<file path="src/rtl/moesi_pkg.sv">
package moesi_pkg;

   typedef enum logic [2:0] {
      ST_I = 3'd0,
      ST_S = 3'd1,
      ST_E = 3'd2,
      ST_O = 3'd3,
      ST_M = 3'd4
   } line_st_t;

   localparam logic [1:0] LOC_RD  = 2'd0;
   localparam logic [1:0] LOC_WR  = 2'd1;
   localparam logic [1:0] LOC_EV  = 2'd2;
   localparam logic [1:0] LOC_NOP = 2'd3;

   localparam logic [1:0] BUS_NONE = 2'd0;
   localparam logic [1:0] BUS_RD   = 2'd1;
   localparam logic [1:0] BUS_RDX  = 2'd2;
   localparam logic [1:0] BUS_UPG  = 2'd3;

   function automatic logic st_dirty(line_st_t s);
      return (s == ST_O) || (s == ST_M);
   endfunction

endpackage

</file>
<file path="src/rtl/moesi_line_store.sv">
module moesi_line_store
   import moesi_pkg::*;
#(
   parameter int NLINES = 16,
   localparam int IDX_W = (NLINES > 1) ? $clog2(NLINES) : 1
) (
   input  logic             clk,
   input  logic             rst_n,
   input  logic             we,
   input  logic [IDX_W-1:0] waddr,
   input  line_st_t         wdata,
   input  logic [IDX_W-1:0] raddr_a,
   output line_st_t         rdata_a,
   input  logic [IDX_W-1:0] raddr_b,
   output line_st_t         rdata_b
);

   line_st_t          st_q [NLINES];
   logic [NLINES-1:0] wen;

   for (genvar i = 0; i < NLINES; i++) begin : g_wen
      assign wen[i] = we && (waddr == IDX_W'(i));
   end

   always_ff @(posedge clk) begin
      for (int i = 0; i < NLINES; i++) begin
         if (!rst_n)
            st_q[i] <= ST_I;
         else if (wen[i])
            st_q[i] <= wdata;
      end
   end

   assign rdata_a = st_q[raddr_a];
   assign rdata_b = st_q[raddr_b];

endmodule

</file>
<file path="src/rtl/moesi_local_fsm.sv">
module moesi_local_fsm
   import moesi_pkg::*;
#(
   parameter bit EXCL_FILL = 1'b1
) (
   input  logic       req_v,
   input  logic [1:0] req_op,
   input  line_st_t   cur,
   input  logic       peer_sh,
   input  logic       peer_fwd,
   output logic       bus_v,
   output logic [1:0] bus_op,
   output logic       wb,
   output logic       upd,
   output line_st_t   nxt
);

   line_st_t clean_fill;

   if (EXCL_FILL) begin : g_fill_excl
      assign clean_fill = ST_E;
   end else begin : g_fill_shared
      assign clean_fill = ST_S;
   end

   // bus-facing outputs never depend on peer responses
   always_comb begin : bus_side
      bus_v  = 1'b0;
      bus_op = BUS_NONE;
      wb     = 1'b0;
      if (req_v) begin
         case (req_op)
            LOC_RD: begin
               if (cur == ST_I) begin
                  bus_v  = 1'b1;
                  bus_op = BUS_RD;
               end
            end
            LOC_WR: begin
               if (cur == ST_I) begin
                  bus_v  = 1'b1;
                  bus_op = BUS_RDX;
               end else if (cur == ST_S || cur == ST_O) begin
                  bus_v  = 1'b1;
                  bus_op = BUS_UPG;
               end
            end
            LOC_EV:  wb = st_dirty(cur);
            default: ;
         endcase
      end
   end

   always_comb begin : state_side
      nxt = cur;
      if (req_v) begin
         case (req_op)
            LOC_RD: begin
               if (cur == ST_I)
                  nxt = peer_fwd ? ST_O : (peer_sh ? ST_S : clean_fill);
            end
            LOC_WR:  nxt = ST_M;
            LOC_EV:  nxt = ST_I;
            default: ;
         endcase
      end
      upd = req_v && (nxt != cur);
   end

endmodule

</file>
<file path="src/rtl/moesi_snoop_fsm.sv">
module moesi_snoop_fsm
   import moesi_pkg::*;
(
   input  logic       snp_v,
   input  logic [1:0] snp_op,
   input  line_st_t   cur,
   output logic       sh,
   output logic       supply,
   output logic       inhibit,
   output logic       upd,
   output line_st_t   nxt
);

   logic owner_hit;

   always_comb begin : reply
      sh     = 1'b0;
      supply = 1'b0;
      nxt    = cur;
      if (snp_v && cur != ST_I) begin
         case (snp_op)
            BUS_RD: begin
               sh     = 1'b1;
               supply = st_dirty(cur);
               nxt    = ST_S;
            end
            BUS_RDX: begin
               supply = st_dirty(cur);
               nxt    = ST_I;
            end
            BUS_UPG: nxt = ST_I;
            default: ;
         endcase
      end
      upd = nxt != cur;
   end

   // memory hold-off: owner present and memory would otherwise return data
   assign owner_hit = snp_v && st_dirty(cur);
   assign inhibit   = owner_hit && (snp_op == BUS_RD || snp_op == BUS_RDX);

endmodule

</file>
<file path="src/rtl/moesi_owner_ctrl.sv">
module moesi_owner_ctrl
   import moesi_pkg::*;
#(
   parameter int NLINES    = 16,
   parameter bit EXCL_FILL = 1'b1,
   localparam int IDX_W    = (NLINES > 1) ? $clog2(NLINES) : 1
) (
   input  logic             clk,
   input  logic             rst_n,
   input  logic             lreq_valid_i,
   input  logic [1:0]       lreq_op_i,
   input  logic [IDX_W-1:0] lreq_line_i,
   input  logic             peer_shared_i,
   input  logic             peer_fwd_i,
   input  logic             snp_valid_i,
   input  logic [1:0]       snp_op_i,
   input  logic [IDX_W-1:0] snp_line_i,
   output logic             bus_req_valid_o,
   output logic [1:0]       bus_req_op_o,
   output logic [IDX_W-1:0] bus_req_line_o,
   output logic             snp_shared_o,
   output logic             fwd_o,
   output logic             mem_inhibit_o,
   output logic             wb_valid_o,
   output logic [IDX_W-1:0] wb_line_o
);

   if (NLINES < 2 || (NLINES & (NLINES - 1)) != 0) begin : g_bad_nlines
      $error("moesi_owner_ctrl: NLINES must be a power of two, at least 2");
   end

   line_st_t loc_cur, loc_nxt, snp_cur, snp_nxt, wr_state;
   logic     loc_upd, snp_upd, st_we;
   logic [IDX_W-1:0] wr_line;

   moesi_line_store #(.NLINES(NLINES)) u_store (
      .clk     (clk),
      .rst_n   (rst_n),
      .we      (st_we),
      .waddr   (wr_line),
      .wdata   (wr_state),
      .raddr_a (lreq_line_i),
      .rdata_a (loc_cur),
      .raddr_b (snp_line_i),
      .rdata_b (snp_cur)
   );

   moesi_local_fsm #(.EXCL_FILL(EXCL_FILL)) u_local (
      .req_v    (lreq_valid_i),
      .req_op   (lreq_op_i),
      .cur      (loc_cur),
      .peer_sh  (peer_shared_i),
      .peer_fwd (peer_fwd_i),
      .bus_v    (bus_req_valid_o),
      .bus_op   (bus_req_op_o),
      .wb       (wb_valid_o),
      .upd      (loc_upd),
      .nxt      (loc_nxt)
   );

   moesi_snoop_fsm u_snoop (
      .snp_v   (snp_valid_i),
      .snp_op  (snp_op_i),
      .cur     (snp_cur),
      .sh      (snp_shared_o),
      .supply  (fwd_o),
      .inhibit (mem_inhibit_o),
      .upd     (snp_upd),
      .nxt     (snp_nxt)
   );

   // single state write port; a snoop update wins over a local one
   always_comb begin
      st_we    = snp_upd || loc_upd;
      wr_line  = snp_upd ? snp_line_i : lreq_line_i;
      wr_state = snp_upd ? snp_nxt : loc_nxt;
   end

   assign bus_req_line_o = lreq_line_i;
   assign wb_line_o      = lreq_line_i;

endmodule

</file>
<file path="config.mk">
export PLATFORM = sky130hd
export DESIGN_NAME = moesi_owner_ctrl
export DESIGN_NICKNAME = d
export VERILOG_FILES = /design/src/rtl/moesi_pkg.sv /design/src/rtl/moesi_line_store.sv /design/src/rtl/moesi_local_fsm.sv /design/src/rtl/moesi_snoop_fsm.sv /design/src/rtl/moesi_owner_ctrl.sv
export SDC_FILE = /design/constraint.sdc
export NUM_CORES = 1
export LEC_CHECK = 0
export BUFFER_PORTS_ARGS = -buffer_cell sky130_fd_sc_hd__clkbuf_2
export CORE_ASPECT_RATIO = 0.5
export CORE_MARGIN = 5
export CORE_UTILIZATION = 61
export CTS_BUF_LIST = sky130_fd_sc_hd__clkbuf_2 sky130_fd_sc_hd__clkbuf_4 sky130_fd_sc_hd__clkbuf_8
export CTS_CLUSTER_DIAMETER = 30
export DETAILED_ROUTE_END_ITERATION = 12
export PLACE_DENSITY = 0.88
export SYNTH_ARGS = -nofsm -noshare
export SYNTH_HDL_FRONTEND = slang
export SYNTH_HIERARCHICAL = 1
export SYNTH_SLANG_ARGS = --single-unit
</file>
<file path="constraint.sdc">
create_clock -name clk -period 4.6 [get_ports clk]
set_input_delay 0 -clock clk [delete_from_list [all_inputs] [get_ports clk]]
set_output_delay 0 -clock clk [all_outputs]
set_load 0.02 [all_outputs]
</file>
After elaboration in Yosys (flattened, before gate mapping)
Memories as Yosys holds them, arrays and structs flattened.
Cells that the tools add are included.
{"block": "classes", "div": 0, "bitwise": 16, "n_reduce_logical": 31, "multipliers": 0, "magnitude_cmp": 0, "addsub": 0, "n_shift": 0, "muxes": 90, "eq_ne": 27}
{"op": "$mux W3", "count": 21}
{"op": "$mux W1", "count": 60}
{"op": "$eq A4 B4 Y1 const B", "count": 8}
{"op": "$logic_and A1 B1 Y1", "count": 20}
{"op": "$eq A4 B3 Y1 const B", "count": 4}
{"op": "$or A1 B1 Y1", "count": 16}
{"op": "$pmux W3 S3", "count": 1}
{"op": "$eq A4 B2 Y1 const B", "count": 2}
{"op": "$mux W2", "count": 4}
{"op": "$eq A2 B2 Y1 const B", "count": 3}
{"op": "$eq A3 B2 Y1 const B", "count": 2}
{"op": "$eq A3 B3 Y1 const B", "count": 2}
{"op": "$ne A3 B3 Y1", "count": 2}
{"op": "$pmux W3 S2", "count": 1}
{"op": "$logic_or A1 B1 Y1", "count": 5}
{"op": "$eq A2 B1 Y1 const B", "count": 2}
{"op": "$eq A4 B1 Y1 const B", "count": 1}
{"op": "$logic_not A4 Y1", "count": 1}
{"op": "$mux W4", "count": 1}
{"op": "$pmux W2 S2", "count": 1}
{"op": "$reduce_or A2 Y1", "count": 2}
{"op": "$eq A3 B1 Y1 const B", "count": 1}
{"op": "$logic_not A3 Y1", "count": 1}
{"op": "$reduce_bool A3 Y1", "count": 1}
{"op": "2 further kinds", "count": 2}
{"block": "totals", "elab_cells": 165, "output_inout_bits": 15, "in_bits": 18, "rom_bits": 0, "memories": 1, "regBits": 0, "ramBits": 48, "latchBits": 0}
{"name": "u_store.st_q", "depth": 16, "word_bits": 3, "read_ports": 2, "rd_clocked_by_memory_dff": 0, "write_ports": 16, "line": "moesi_line_store.sv:18", "source": "line_st_t st_q [NLINES];"}

Logic depth before layout (Yosys ltp)
Gate-level depths: netlist of run 1.
{"block": "depth", "ltp_word": 13, "depth_mapped": 12, "depth_no_buf": 10}

Hierarchy
Netlist of run 1, hierarchy kept.
{"mod": "moesi_line_store", "area_per_inst_um2": 2791.4, "n_inst": 1, "cells_per_inst": 204}
{"mod": "moesi_local_fsm", "area_per_inst_um2": 203.9, "n_inst": 1, "cells_per_inst": 35}
{"mod": "moesi_owner_ctrl", "area_per_inst_um2": 182.7, "n_inst": 1, "cells_per_inst": 17}
{"mod": "moesi_snoop_fsm", "area_per_inst_um2": 120.1, "n_inst": 1, "cells_per_inst": 18}

Worst setup path after synthesis of run 1
No wires, ideal clock.
{"block": "synth_timing", "kind": "reg2reg", "start": "mem u_store/st_q[1][2] (netlist name)", "end": "mem u_store/st_q[1][0] (netlist name) (enable)", "synth_period_minus_slack_ps": 3005, "arrival_ps": 2661, "required_time_ps": 4256, "setup_ps": 344, "path_slack_ps": 1595, "stages_incl_launch_ff": 10, "path_cell_list": "edfxtp_1 -> mux4_1 -> a22oi_1 -> nand3_1 -> nor2_1 -> a21oi_1 -> buf_6 -> mux2_4 -> or3b_2 -> o21ai_0"}
{"element": "from (decl)", "line": "moesi_line_store.sv:18"}

==> results.rst, run 1 <==
.. list-table::
   :header-rows: 1

   * - Metric
     - Value
   * - Result of the run
     - finished clean
   * - Die width
     - about 110 um
   * - Top flop regs
     - u_store/st_q: 48 flops
   * - Die H
     - a little over 60 um
   * - Final cycle utilization of the critical path
     - between 70% and 80%
   * - Required time reported for the critical path endpoint
     - about 4.6 ns
   * - Clock transition at the register clock pins on the worst setup and hold paths after CTS
     - 0.09 ns
   * - Initial antenna violation count
     - 0
   * - Leakage Power
     - around 1.4 nW
   * - Share of the yosys chip area belonging to registers
     - a little over two fifths
   * - Setup tns final
     - 0 ns
   * - Sinks on Clock Net
     - 48
   * - Initial DRT Pass Iterations
     - 5
   * - Max transition margin
     - between 30% and 40%
   * - Final net count
     - between 300 and 400
   * - Syn. warnings
     - 6
   * - Synthesized-area fraction occupied by xor and xnor cells
     - 0%
   * - Die ar.
     - about 7100 um^2
   * - Maximum clock path buffer count
     - 2
   * - Total Routing Usage GR
     - between 20 and 25%
   * - Maximum cell stage delay along the critical path
     - between 0.5 and 0.6 ns
   * - First-pass GRT wire length
     - 12100 um
   * - Routed vias/inst
     - 6.69
   * - Number of cells upsized or downsized after cts
     - 0
   * - Adder and majority gate portion of the synthesized area
     - less than 1%
   * - Final wirelength
     - roughly 8000 um
   * - IO Count
     - 33
   * - Routed length per instance
     - ~21 um
   * - Compound-gate portion of the synthesized area
     - under 10%
   * - Number of setup violations in the final report
     - 0
   * - Highest Clock Rate
     - 0.283 GHz
   * - Number of flip-flops in the largest register
     - 48
   * - Biggest area consumer among synthesized cells
     - edfxtp_1
   * - Initial core utilization
     - 65.1%
   * - Setup slack, reg-to-reg
     - approximately 1.1 ns
   * - Filler cell count in the final layout
     - approximately 330
   * - Synth Net Count
     - approximately 300
   * - Gate family responsible for the most delay along the worst path
     - multiplexers
   * - Post-Syn Area
     - between 3000 and 4000 um^2
   * - Power density normalized to cell area
     - ~300 nW/um^2
   * - Largest clock skew in the final design
     - between 0.003 and 0.004 ns
   * - Number of synthesized flops with an enable pin
     - 48
   * - Largest net degree at the start of global routing
     - 21
   * - Root Driver
     - clkbuf_8
   * - Setup repair after global routing missed its margin
     - false
   * - Fraction of final layout cells sized beyond drive strength 1
     - between 20 and 25%
   * - Number of buffers created by CTS
     - 5
   * - Simple-gate share of the synthesized area
     - ~22%
   * - Kind of start point of the critical path
     - flip-flop
   * - Share of cell area taken by muxes after synthesis
     - a little over a fifth
   * - Main combinational cell family by area after synthesis
     - simple AND/OR/NAND/NOR gates
   * - CTS tree
     - yes
   * - Core ar.
     - ~5100 um^2
   * - Standard-cell rows
     - 18
   * - Worst hold path type
     - in -> out
   * - Main synth FF type
     - edfxtp_1
   * - Type of the worst setup path
     - reg -> reg
   * - FF+latch count, synth
     - 48
   * - # Max-Cap Violations
     - 0
   * - Commonest non-fill, non-tap cell in the layout
     - and2_1
   * - Total number of vias
     - ~2400
   * - Dpl ws
     - around 1 ns
   * - Worst setup margin
     - 1.07 ns
   * - Buffers and inverters on the worst path
     - 0
   * - Slew at the pin with the worst max-slew slack
     - roughly 0.99 ns
   * - Number of global-route vias before repair
     - around 2300
   * - Post-synthesis instance total
     - about 270
   * - Critical path cell sequence
     - mux4_1 -> a22oi_1 -> nand3_1 -> nor2_1 -> a21oi_1 -> mux2_4 -> or3b_2 -> o21ai_0
   * - Most used cells in the layout excluding fill and tap cells
     - and2_1 (50), edfxtp_1 (48), clkbuf_2 (32)
   * - Largest cells by area after synthesis
     - edfxtp_1 (44%), mux4_1 (13%), and2_1 (9.5%), mux4_2 (5.5%), mux2_4 (3.2%)
   * - Post-CTS setup repair buffer count
     - 0
   * - Buffers on Ports
     - 32
   * - Max-slew violation count
     - 0
   * - Placer Congestion
     - 0.950
   * - Area growth syn-to-layout
     - 6.90%
   * - Area fraction of the dominant cell type after synthesis
     - between 40% and 50%
   * - Highest-delay cell along the critical path
     - or3b_2
   * - Nature of the critical path endpoint
     - flip-flop
   * - Critical Path Fanout Max
     - 8
   * - Total DRC errors in the routed layout
     - 0
   * - Synth cell types
     - 39
   * - Mean cell area of the mapped netlist
     - ~12 um^2
   * - Post-synth ARST share
     - 0%
   * - Global route total overflow
     - 0
   * - Number of antenna-violating nets in the routed design
     - 0
   * - Post-detailed-placement half-perimeter wirelength
     - ~5700 um
   * - Final number of hold-violating endpoints
     - 0
   * - Inserted Diodes
     - 0
   * - Fin crit period
     - about 3.5 ns
   * - Maximum vdd ir drop
     - 0.000155 V
   * - H-tree levels
     - 2
   * - Top reg by flops
     - u_store/st_q
   * - DRT iter0 DRCs
     - 347
   * - Data arrival time of the worst path
     - between 3 and 4 ns
   * - Cts hold-fix bufs
     - 0
   * - Clock Latency Late Sink
     - approximately 0.30 ns
-- cells in the mapped netlist (2+ instances only) --
| cell | count |
|---|---|
| and2_1 | 50 |
| edfxtp_1 | 48 |
| nor2_1 | 22 |
| mux4_1 | 16 |
| o21ai_0 | 16 |
| nand3_1 | 15 |
| nand2_1 | 10 |
| buf_4 | 9 |
| nor2b_1 | 9 |
| clkbuf_1 | 8 |
| mux4_2 | 8 |
| mux2_4 | 7 |
| nand2b_1 | 7 |
| inv_1 | 6 |
| a22oi_1 | 5 |
| a21oi_1 | 4 |
| buf_6 | 3 |
| a22oi_2 | 2 |
| and3_1 | 2 |
| ha_1 | 2 |
| nand3b_1 | 2 |
| nand4_1 | 2 |
| nand4b_1 | 2 |
| nor3_1 | 2 |
| o21ai_1 | 2 |
| o22ai_1 | 2 |
-- final cells by class --
cell class	instances	area [um^2]	share of cell area (%)
multi-input combinational	200	1700	48.3
sequential	48	1440	40.9
timing repair buffer	32	160	4.54
tap	70	87.6	2.48
clock buffer	5	68.8	1.95
clock inverter	3	42.5	1.21
inverter	6	22.5	0.639
-- kinds of logic (layout without fill, tap and decap cells) --
family,count (synthesis),count (layout)
flip-flops,48,48
adder cells (fa/ha/maj),2,2
AND/OR/NAND/NOR,131,131
multiplexers,31,31
buffers and inverters,26,46
AO/OA/AOI/OAI,36,36
-- path summary, 6_finish.rpt --
path                                          from                               end  cells after the start
setup reg to reg  u_store/st_q[3][2]$_SDFFCE_PN0P_  u_store/st_q[4][1]$_SDFFCE_PN0P_                      8
setup / recovery  u_store/st_q[3][2]$_SDFFCE_PN0P_  u_store/st_q[4][1]$_SDFFCE_PN0P_                      8
hold / removal                      lreq_line_i[3]                      wb_line_o[3]                      2
hold reg to reg   u_store/st_q[9][1]$_SDFFCE_PN0P_  u_store/st_q[0][1]$_SDFFCE_PN0P_                      6
-- power breakdown --
part | internal, mW | switching [mW] | total (mW)
clock network | 0.161 | 0.141 | 0.302
registers | 0.503 | 0.0125 | 0.516
logic | 0.0887 | 0.142 | 0.231
total | 0.753 | 0.296 | 1.05
-- routing by layer --
metal  track usage (%)  routed length [um]  part of all wire (%)
met1              29.2                3060                    39
met3              5.32                 887                    11
met4              7.78                 165                   2.1
met2              41.0                3690                    47
met5                 0                   0                     0
-- per-stage QoR --
step / util, % / instance area, um^2 / total power, mW / hold slack [ns] / cells
4_1_cts: 69.6 / 3530 / 1.04 / 0.339 / 364
2_1_floorplan: - / 3300 / 0.685 / 0.113 / 274
6_report: 69.6 / 3530 / 1.05 / 0.346 / 364
5_1_grt: 69.6 / 3530 / 1.09 / 0.367 / 364
3_5_place_dp: 67.4 / 3410 / 0.750 / 0.339 / 356
3_3_place_gp: 67.4 / 3410 / 0.739 / 0.334 / 356
No activity file was read; power rests on OpenSTA's default activity.
==> inputs of run 2 (changes only) <==
==> constraint.sdc (replaced) <==
create_clock -name clk -period 3.27 [get_ports clk]
set_input_delay 0 -clock clk [delete_from_list [all_inputs] [get_ports clk]]
set_output_delay 0 -clock clk [all_outputs]
set_load 0.02 [all_outputs]
==> run 2 against run 1 <==
  * Sequential share of layout area decreased by 1.4 points
  * Non-clock buffer count up 16
  * Via count rose by 3.2%
  * Worst setup slack worse by 0.97 ns
  * Largest power group unchanged
  * Critical path type unchanged
==> results.rst, run 2 (synthesized netlist as in run 1, its figures left out) <==
.. list-table::
   :header-rows: 1

   * - Metric
     - Value
   * - Required time reported for the critical path endpoint
     - approximately 3.4 ns
   * - First-pass GRT wire length
     - 13100 um
   * - Most used cells in the layout excluding fill and tap cells
     - and2_1 (50), edfxtp_1 (48), clkbuf_2 (32)
   * - Sinks on Clock Net
     - 48
   * - Worst reg-to-reg path cell count
     - 10
   * - Worst setup margin
     - just under 0.1 ns
   * - Result of the run
     - finished clean
   * - Total DRC errors in the routed layout
     - 0
   * - Initial core utilization
     - between 60% and 70%
   * - Initial DRT Pass Iterations
     - 5
   * - Nature of the critical path endpoint
     - flip-flop
   * - Final net count
     - 329
   * - Root Driver
     - clkbuf_8
   * - Crit Reg-Reg Endpoint
     - u_store/st_q[4][2]$_SDFFCE_PN0P_
   * - Commonest non-fill, non-tap cell in the layout
     - and2_1
   * - Worst Setup SP
     - u_store/st_q[2][0]$_SDFFCE_PN0P_
   * - Post-placement cell count
     - approximately 370
   * - Largest clock skew in the final design
     - 0.00686 ns
   * - Die width
     - around 110 um
   * - Buffers and inverters on the worst path
     - 1
   * - DRT iter0 DRCs
     - approximately 310
   * - Fin crit period
     - 3.17 ns
   * - Routed length per instance
     - 22.9 um
   * - Final wirelength
     - 8690 um
   * - Clock Latency Late Sink
     - roughly 0.31 ns
   * - Largest net degree at the start of global routing
     - 21
   * - Final number of hold-violating endpoints
     - 0
   * - R2r startpoint
     - u_store/st_q[2][0]$_SDFFCE_PN0P_
   * - Max transition margin
     - approximately 67%
   * - Top reg by flops
     - u_store/st_q
   * - Top flop regs
     - u_store/st_q: 48 flops
   * - Kind of start point of the critical path
     - flip-flop
   * - Dpl ws
     - -0.0984 ns
   * - Standard-cell rows
     - 18
   * - Maximum vdd ir drop
     - 0.000184 V
   * - Maximum cell stage delay along the critical path
     - around 0.50 ns
   * - IO Count
     - 33
   * - H-tree levels
     - 2
   * - Post-route insts no fill
     - 380
   * - Total Routing Usage GR
     - between 20% and 30%
   * - Critical path cell sequence
     - mux4_2 -> a22oi_1 -> nand3_1 -> or3_1 -> a22oi_2 -> o21ai_1 -> or2_4 -> or3b_4 -> o21ai_0 -> buf_4
   * - Highest-delay cell along the critical path
     - mux4_2
   * - Area growth syn-to-layout
     - 10.6%
   * - Number of buffers created by CTS
     - 5
   * - Core ar.
     - 5070 um^2
   * - Post-detailed-placement half-perimeter wirelength
     - 6450 um
   * - Number of flip-flops in the largest register
     - 48
   * - Fraction of final layout cells sized beyond drive strength 1
     - roughly 28%
   * - Die H
     - 62.0 um
   * - Max-slew violation count
     - 0
   * - # Max-Cap Violations
     - 0
   * - Highest Clock Rate
     - 0.315 GHz
   * - Setup repair after global routing missed its margin
     - false
   * - Placer Congestion
     - 0.986
   * - Leakage Power
     - between 1 and 1.5 nW
   * - Maximum clock path buffer count
     - 2
   * - Critical Path End
     - u_store/st_q[4][2]$_SDFFCE_PN0P_
   * - Global route total overflow
     - 0
   * - Routed vias/inst
     - between 6 and 7
   * - Die ar.
     - 7070 um^2
   * - CTS tree
     - yes
   * - Number of antenna-violating nets in the routed design
     - 0
   * - Number of global-route vias before repair
     - around 2400
   * - Clock transition at the register clock pins on the worst setup and hold paths after CTS
     - roughly 0.090 ns
   * - Buffers on Ports
     - 32
   * - Power density normalized to cell area
     - around 400 nW/um^2
   * - Type of the worst setup path
     - reg -> reg
   * - Cts hold-fix bufs
     - 0
   * - Gate family responsible for the most delay along the worst path
     - simple AND/OR/NAND/NOR gates
   * - Slew at the pin with the worst max-slew slack
     - around 0.49 ns
   * - Inserted Diodes
     - 0
   * - Total number of vias
     - roughly 2500
   * - Worst hold path type
     - in -> reg
   * - Total stage count of the critical path
     - 10
   * - Initial antenna violation count
     - 0
   * - Setup slack, reg-to-reg
     - 0.1 ns
   * - Number of setup violations in the final report
     - 0
   * - Critical Path Fanout Max
     - 8
   * - Final cycle utilization of the critical path
     - between 90% and 100%
   * - Hold depth
     - 2
   * - Data arrival time of the worst path
     - 3.25 ns
[run 2: how the worst min path moves through the flow]
| stage | from | end |
|---|---|---|
| 2_1_floorplan | lreq_line_i[0] | bus_req_line_o[0] |
| 3_3_place_gp | lreq_line_i[2] | bus_req_line_o[2] |
| 3_5_place_dp | lreq_line_i[2] | bus_req_line_o[2] |
| 4_1_cts | rst_n | u_store/st_q[10][0]$_SDFFCE_PN0P_ |
| 5_1_grt | rst_n | u_store/st_q[1][1]$_SDFFCE_PN0P_ |
| 6_report | rst_n | u_store/st_q[1][0]$_SDFFCE_PN0P_ |
[run 2: cell type report]
| class | count | area (um^2) |
|---|---|---|
| multi-input cells | 200 | 1720 |
| flip-flops and latches | 48 | 1440 |
| repair buffers | 48 | 280 |
| well taps | 70 | 87.6 |
| inverters | 6 | 22.5 |
| fillers | 312 | 1420 |
| clock buffers | 5 | 68.8 |
| clock inverters | 3 | 23.8 |
[run 2: repair_timing]
action,CTS,global route
resized for setup,3,15
endpoints found under the setup margin,9,69
buffers inserted,0,0
pin swaps,0,4
[run 2: where the power goes]
| group | total [mW] | leakage (nW) | internal [mW] | switching (mW) |
|---|---|---|---|---|
| clock network | 0.357 | 0.0404 | 0.151 | 0.205 |
| logic | 0.364 | 0.917 | 0.152 | 0.212 |
| registers | 0.732 | 0.497 | 0.708 | 0.0233 |
| total | 1.45 | 1.45 | 1.01 | 0.440 |
[run 2: metal layers]
metal  up-vias  wire [um]  track usage (%)
met3        20       1260             8.90
li1       1105          -                -
met2       176       3900             41.3
met4         0        161             8.46
met1      1212       3370             33.3
met5         -          0                0
[run 2: worst register-to-register path: cells and delay by family, from the launching register on]
kind | cells | cell delay [ns]
compound gates | 4 | 0.64
buf+inv | 1 | 0.18
flops | 1 | 0.47
mux | 1 | 0.50
simple gates | 4 | 1.18
[run 2: through the flow]
step	power (mW)	hold slack, ns	util [%]	instance area [um^2]	TNS [ns]
final	1.45	0.282	72.0	3650	0
after global routing	1.50	0.304	72.0	3650	0
after CTS	1.44	0.330	71.6	3630	0
after detailed placement	1.08	0.339	69.8	3530	-0.295
after global placement	1.07	0.328	69.8	3530	0
after floorplan	0.964	0.113	-	3300	0
